--- src/rtl/qms_pkg.sv ---
package qms_pkg;

    localparam int POOL  = 4;
    localparam int SEL_W = $clog2(POOL);
    localparam int LANES = 4;

    // Static choice of one enable line and one reset line from the pool.
    typedef struct packed {
        logic [SEL_W-1:0] ce;
        logic [SEL_W-1:0] rst;
    } pool_sel_t;

endpackage

--- src/rtl/qms_sreg.sv ---
// Optional stage register: synchronous clear has priority over load.
module qms_sreg #(
    parameter int WIDTH = 8,
    parameter bit USE   = 1'b1
) (
    input  logic             clk,
    input  logic             en,
    input  logic             clr,
    input  logic [WIDTH-1:0] d,
    output logic [WIDTH-1:0] q
);

    logic [WIDTH-1:0] held;

    always_ff @(posedge clk) begin
        if (clr)
            held <= '0;
        else if (en)
            held <= d;
    end

    assign q = USE ? held : d;

endmodule

--- src/rtl/qms_mul.sv ---
// Lane multiplier: extends both operands per the sign mode, keeps 2W bits.
module qms_mul #(
    parameter int W = 18
) (
    input  logic           sgn,
    input  logic [W-1:0]   a,
    input  logic [W-1:0]   b,
    output logic [2*W-1:0] p
);

    localparam int PW = 2 * W;

    logic [PW-1:0] ax;
    logic [PW-1:0] bx;

    assign ax = {{W{sgn & a[W-1]}}, a};
    assign bx = {{W{sgn & b[W-1]}}, b};
    assign p  = PW'(ax * bx);

endmodule

--- src/rtl/qms_addsub.sv ---
// Pair combiner: one bit of growth, sign extension only in signed mode.
module qms_addsub #(
    parameter int PW = 36
) (
    input  logic          sgn,
    input  logic          sub,
    input  logic [PW-1:0] x0,
    input  logic [PW-1:0] x1,
    output logic [PW:0]   r
);

    logic [PW:0] e0;
    logic [PW:0] e1;

    assign e0 = {sgn & x0[PW-1], x0};
    assign e1 = {sgn & x1[PW-1], x1};
    assign r  = sub ? (e0 - e1) : (e0 + e1);

endmodule

--- src/rtl/quad_mult_sum.sv ---
module quad_mult_sum
    import qms_pkg::*;
#(
    parameter int        W        = 18,
    parameter bit        IN_REG   = 1'b1,
    parameter bit        PIPE_REG = 1'b1,
    parameter bit        OUT_REG  = 1'b1,
    parameter bit        A_CHAIN  = 1'b0,
    parameter bit        B_CHAIN  = 1'b0,
    parameter pool_sel_t A_SEL    = '{ce: 2'd0, rst: 2'd0},
    parameter pool_sel_t B_SEL    = '{ce: 2'd1, rst: 2'd1},
    parameter pool_sel_t P_SEL    = '{ce: 2'd2, rst: 2'd2},
    parameter pool_sel_t O_SEL    = '{ce: 2'd3, rst: 2'd3}
) (
    input  logic                      clk,
    input  logic [POOL-1:0]           ce_pool,
    input  logic [POOL-1:0]           rst_pool,
    input  logic                      is_signed,
    input  logic                      sub_lo,
    input  logic                      sub_hi,
    input  logic [LANES-1:0][W-1:0]   mcand,
    input  logic [LANES-1:0][W-1:0]   mplier,
    input  logic [W-1:0]              chain_a_in,
    input  logic [W-1:0]              chain_b_in,
    output logic [W-1:0]              chain_a_out,
    output logic [W-1:0]              chain_b_out,
    output logic [2*W+1:0]            result
);

    localparam int PW  = 2 * W;
    localparam int RW  = PW + 2;
    localparam int CTW = 3;   // {signed, sub_hi, sub_lo}

    logic [W-1:0]   a_d [LANES];
    logic [W-1:0]   a_q [LANES];
    logic [W-1:0]   b_d [LANES];
    logic [W-1:0]   b_q [LANES];
    logic [PW-1:0]  prod   [LANES];
    logic [PW-1:0]  prod_q [LANES];
    logic [CTW-1:0] ctl_in;
    logic [CTW-1:0] ctl_s1;
    logic [CTW-1:0] ctl_s2;
    logic [PW:0]    part_lo;
    logic [PW:0]    part_hi;
    logic [RW-1:0]  sum_d;

    assign ctl_in = {is_signed, sub_hi, sub_lo};

    // Stage 1: operand input registers, optionally linked as shift chains.
    for (genvar k = 0; k < LANES; k++) begin : g_lane
        if (k == 0) begin : g_head
            assign a_d[k] = A_CHAIN ? chain_a_in : mcand[k];
            assign b_d[k] = B_CHAIN ? chain_b_in : mplier[k];
        end else begin : g_link
            assign a_d[k] = A_CHAIN ? a_q[k-1] : mcand[k];
            assign b_d[k] = B_CHAIN ? b_q[k-1] : mplier[k];
        end

        qms_sreg #(.WIDTH(W), .USE(IN_REG)) u_a_reg (
            .clk (clk),
            .en  (ce_pool[A_SEL.ce]),
            .clr (rst_pool[A_SEL.rst]),
            .d   (a_d[k]),
            .q   (a_q[k])
        );

        qms_sreg #(.WIDTH(W), .USE(IN_REG)) u_b_reg (
            .clk (clk),
            .en  (ce_pool[B_SEL.ce]),
            .clr (rst_pool[B_SEL.rst]),
            .d   (b_d[k]),
            .q   (b_q[k])
        );

        qms_mul #(.W(W)) u_mul (
            .sgn (ctl_s1[2]),
            .a   (a_q[k]),
            .b   (b_q[k]),
            .p   (prod[k])
        );

        // Stage 2: product pipeline register.
        qms_sreg #(.WIDTH(PW), .USE(PIPE_REG)) u_p_reg (
            .clk (clk),
            .en  (ce_pool[P_SEL.ce]),
            .clr (rst_pool[P_SEL.rst]),
            .d   (prod[k]),
            .q   (prod_q[k])
        );
    end

    // Controls ride with the multiplicand-side input register.
    qms_sreg #(.WIDTH(CTW), .USE(IN_REG)) u_ctl_in_reg (
        .clk (clk),
        .en  (ce_pool[A_SEL.ce]),
        .clr (rst_pool[A_SEL.rst]),
        .d   (ctl_in),
        .q   (ctl_s1)
    );

    qms_sreg #(.WIDTH(CTW), .USE(PIPE_REG)) u_ctl_pipe_reg (
        .clk (clk),
        .en  (ce_pool[P_SEL.ce]),
        .clr (rst_pool[P_SEL.rst]),
        .d   (ctl_s1),
        .q   (ctl_s2)
    );

    qms_addsub #(.PW(PW)) u_pair_lo (
        .sgn (ctl_s2[2]),
        .sub (ctl_s2[0]),
        .x0  (prod_q[0]),
        .x1  (prod_q[1]),
        .r   (part_lo)
    );

    qms_addsub #(.PW(PW)) u_pair_hi (
        .sgn (ctl_s2[2]),
        .sub (ctl_s2[1]),
        .x0  (prod_q[2]),
        .x1  (prod_q[3]),
        .r   (part_hi)
    );

    // A partial result is a signed quantity when operands are signed or the
    // unit subtracted; an unsigned sum of two products is zero-extended.
    always_comb begin
        logic ext_lo;
        logic ext_hi;
        ext_lo = (ctl_s2[2] | ctl_s2[0]) & part_lo[PW];
        ext_hi = (ctl_s2[2] | ctl_s2[1]) & part_hi[PW];
        sum_d  = {ext_lo, part_lo} + {ext_hi, part_hi};
    end

    // Stage 3: output register.
    qms_sreg #(.WIDTH(RW), .USE(OUT_REG)) u_out_reg (
        .clk (clk),
        .en  (ce_pool[O_SEL.ce]),
        .clr (rst_pool[O_SEL.rst]),
        .d   (sum_d),
        .q   (result)
    );

    assign chain_a_out = a_q[LANES-1];
    assign chain_b_out = b_q[LANES-1];

endmodule

--- config.mk ---
export PLATFORM = sky130hd
export DESIGN_NAME = quad_mult_sum
export DESIGN_NICKNAME = d
export VERILOG_FILES = /design/src/rtl/qms_pkg.sv /design/src/rtl/qms_sreg.sv /design/src/rtl/qms_mul.sv /design/src/rtl/qms_addsub.sv /design/src/rtl/quad_mult_sum.sv
export SDC_FILE = /design/constraint.sdc
export NUM_CORES = 2
export LEC_CHECK = 0
export ABC_AREA = 1
export BUFFER_PORTS_ARGS = -buffer_cell sky130_fd_sc_hd__buf_4
export CAP_MARGIN = 15
export CORE_MARGIN = 8
export CORE_UTILIZATION = 50
export CTS_CLUSTER_DIAMETER = 200
export CTS_CLUSTER_SIZE = 8
export DETAILED_ROUTE_END_ITERATION = 10
export PLACE_DENSITY = 0.69
export SETUP_SLACK_MARGIN = 0.2
export SKIP_LAST_GASP = 1
export SLEW_MARGIN = 20
export SYNTH_ARGS = -nofsm -noshare
export SYNTH_HDL_FRONTEND = slang
export SYNTH_SLANG_ARGS = --single-unit
--- constraint.sdc ---
create_clock -name clk -period 14.36 [get_ports clk]
set_input_delay 2.154 -clock clk [delete_from_list [all_inputs] [get_ports clk]]
set_output_delay 2.154 -clock clk [all_outputs]
set_load 0.02 [all_outputs]
==> reports/metrics.cfg <==
[status]
outcome=completed

[route]
drt_iter0_markers=4133
postRouteWirelength_microns=208600
first_pass_iters=5
drc=0
num_vias=60214
wl_per_cell_microns=18.02
routed_via_density=5.201
ant_nets=0

[power]
leakage_uw=0.04586
pwr-share-comb_pct=58.3
seqPwrFrac_pct=21.5
p_switching_uw=2784
powerDensity_mw_per_mm2=70.95
ir_drop_v=0.0001225
intPower_uw=2772
switching_share_pct=50.11
clock_power_share_pct=20.2

[sta]
clock_skew_ns=0.04934
setup_viol=0
hold_viol_final=0
fin_crit_sh_pct=53.94
finalCriticalPeriod_ns=7.745
fmax_ghz=0.1291
rsz0062_at_grt=false
maxSlewViolCount=0
worst_slew_pin_slew_ns=1.177
setup_tns_ns=0
slew_headroom_pct=20.69

[setup_path]
path_cells=buf_4 -> nand2_2 -> inv_1 -> nand2_1 -> fa_1 -> inv_1 -> fa_1 -> inv_1 -> fa_1 -> inv_1 -> fa_1 -> fa_1 -> fa_1 -> ha_1 -> ha_1 -> nand2_1 -> nor4_1 -> nand4_1 -> nand3_1 -> nand2_1 -> nand2_1 -> nor2_1 -> o221ai_1 -> inv_1
crit_slowest_cell=nor4_1
max_stage_delay_ns=0.77
cp-end-kind=flop
critPathBufInv=6
crit_arrival_ns=8.28
crit_family=adder cells
crit_top_cell=fa_1
crit_type=flop to flop
critical_path.max_fanout=13
startpoint_type=flop
critPathRequiredTime_ns=14.90

[grt]
overflow=0
grt_use_met2_pct=44.75
grt_use_met3_pct=3.661
grt_max_degree=94
busiest_layer=met2
grtUsageTotal_pct=26.16
grt_util_met1_pct=33.98
grt_pass1_vias=63954
grt_pass1_wl_microns=340800
antenna_found_initial=3

[hold_path]
hold_class=flop to flop

[clock_tree]
ctsHoldBuffers=0
htreeDepth=2
post_cts_buffers=0
clk_pin_slew_worst_paths_ns=0.05
cts_tree=built
clock_latency_ns=0.66
numCtsBuffers=48
cts.sink_count=332
ctsResizeCount=0
clockBufferDepth=3
cts_root_buffer=clkbuf_16

[synthesis]
syn_nets=11876
synth_area_per_cell_sq_um=7.612
synth_seq_cells=332
yosysUniqueCellTypes=59
synth_area_sq_mm=0.07397
synth_edf_count=0
ys.flop_type=dfxtp_1
synthesis.instances=9718
ys_async_sr_fraction_pct=0
yosys_warnings=0
yosysSeqAreaShare_pct=8.985

[die]
coreArea_sq_mm=0.1473
core.rowCount=141
ios=266
die_h_microns=400.6
fp.dieW_microns=400.6
die_area_sq_mm=0.1605
initial_core_util_pct=50.22

[cells_and_area]
drive_gt1_share_pct=4.872
finalNetCount=11801
diodes=0
mostFrequentLayoutCells=inv_1, nand2_1, fa_1
final_cells=11577
final_common_cell=inv_1
syn_to_final_growth_pct=5.852

[placement]
dp.final_hpwl_microns=172200
portBuffers=229
placedCellCount=11523
finalWeightedCongestion=0.9917

[flow_run]
drv_cap=0

-- registers in the layout, indices dropped and copies added, names as in the netlist --
register	cells
g_lane.u_a_reg.q	72
u_ctl_in_reg.q	3
g_lane.u_b_reg.q	72
g_lane.u_p_reg.q	144
u_ctl_pipe_reg.q	3
u_out_reg.q	38
-- power by group through the flow --
stage	Clock [uW]	Sequential, uW	Combinational, uW
6_report	1120	1190	3240
5_1_grt	1180	1210	3610
4_1_cts	1160	1190	3230
3_5_place_dp	0	1210	3200
3_3_place_gp	0	1210	3190
2_1_floorplan	0	1150	2170
-- metrics by stage --
step	util (%)	total power [uW]	cell area [sq um]	hold slack [ns]	setup WS, ns
3_5_place_dp	52.26	4415	76980	0.4555	6.764
3_3_place_gp	52.26	4394	76980	0.4491	6.852
5_1_grt	53.16	5997	78300	0.4868	6.220
4_1_cts	53.15	5583	78300	0.4636	6.710
6_report	53.16	5556	78300	0.4628	6.615
2_1_floorplan	-	3325	73970	0.4378	8.066
-- logic make-up (layout without fill, tap and decap cells) --
group                      Yosys count  in the layout  synth area share [%]
buffers and inverters             3077           3006                 15.83
and+or+nand+nor                   3059           3059                 16.38
adders and majority gates         1966           1966                 47.69
AOI/OAI and AO/OA                  978            978                 7.484
DFF                                332            332                 8.985
xor gates and xnor gates           306            306                 3.623
-- area by class of cell --
class                           count  area, sq um
Timing Repair Buffer              324         2436
Multi-Input combinational cell   6309        55620
Clock buffer                       50         1240
Inverter                         2628         9871
Clock inverter                      4        78.83
Fill cell                       13956        69010
Tap cell                         1930         2415
Sequential cell                   332         6646
-- final timing paths --
path / start / endpoint / slack, ns / cells past startpoint
setup reg to reg: u_ctl_in_reg.q[2] / g_lane[1].u_p_reg.q[29] / 6.61 / 24
setup / recovery: u_ctl_in_reg.q[2] / g_lane[1].u_p_reg.q[29] / 6.61 / 24
hold reg to reg: g_lane[0].u_b_reg.q[7] / g_lane[0].u_b_reg.q[7] / 0.46 / 2
hold / removal: g_lane[0].u_b_reg.q[7] / g_lane[0].u_b_reg.q[7] / 0.46 / 2
-- synth_stat cells (24+ instances only) --
library cell  count  area (sq um)
o21ai_1          29         145.1
a211oi_1         26         195.2
a21o_1           28         210.2
fa_1           1423         28490
a21oi_1         461          2307
clkbuf_1        357          1340
nor2_1          584          2192
xnor2_1         118          1033
o221ai_1         24         210.2
inv_1          2613          9808
nand3_1         129         645.6
or2_2            26         162.7
o211ai_1         35         262.8
a31oi_1          28         175.2
ha_1            543          6794
nand2_1        2185          8202
xor2_1          188          1647
dfxtp_1         332          6646
buf_1            41         153.9
nand4_1          33         206.5
o21bai_1         29         217.7
buf_4            39         292.8
nor3_1           44         220.2
o21ai_0         252          1261
-- worst min-delay path: stages (launching register included) --
cell and delay, ns:
dfxtp_1 0.31, nand2_1 0.06, a21oi_1 0.05
-- per-layer routing --
metal,up-vias,wire length (microns)
li1,28084,-
met1,29774,87130
met2,1916,99750
met3,438,13220
met4,2,8455
met5,-,14
No activity file was read; power rests on OpenSTA's default activity.
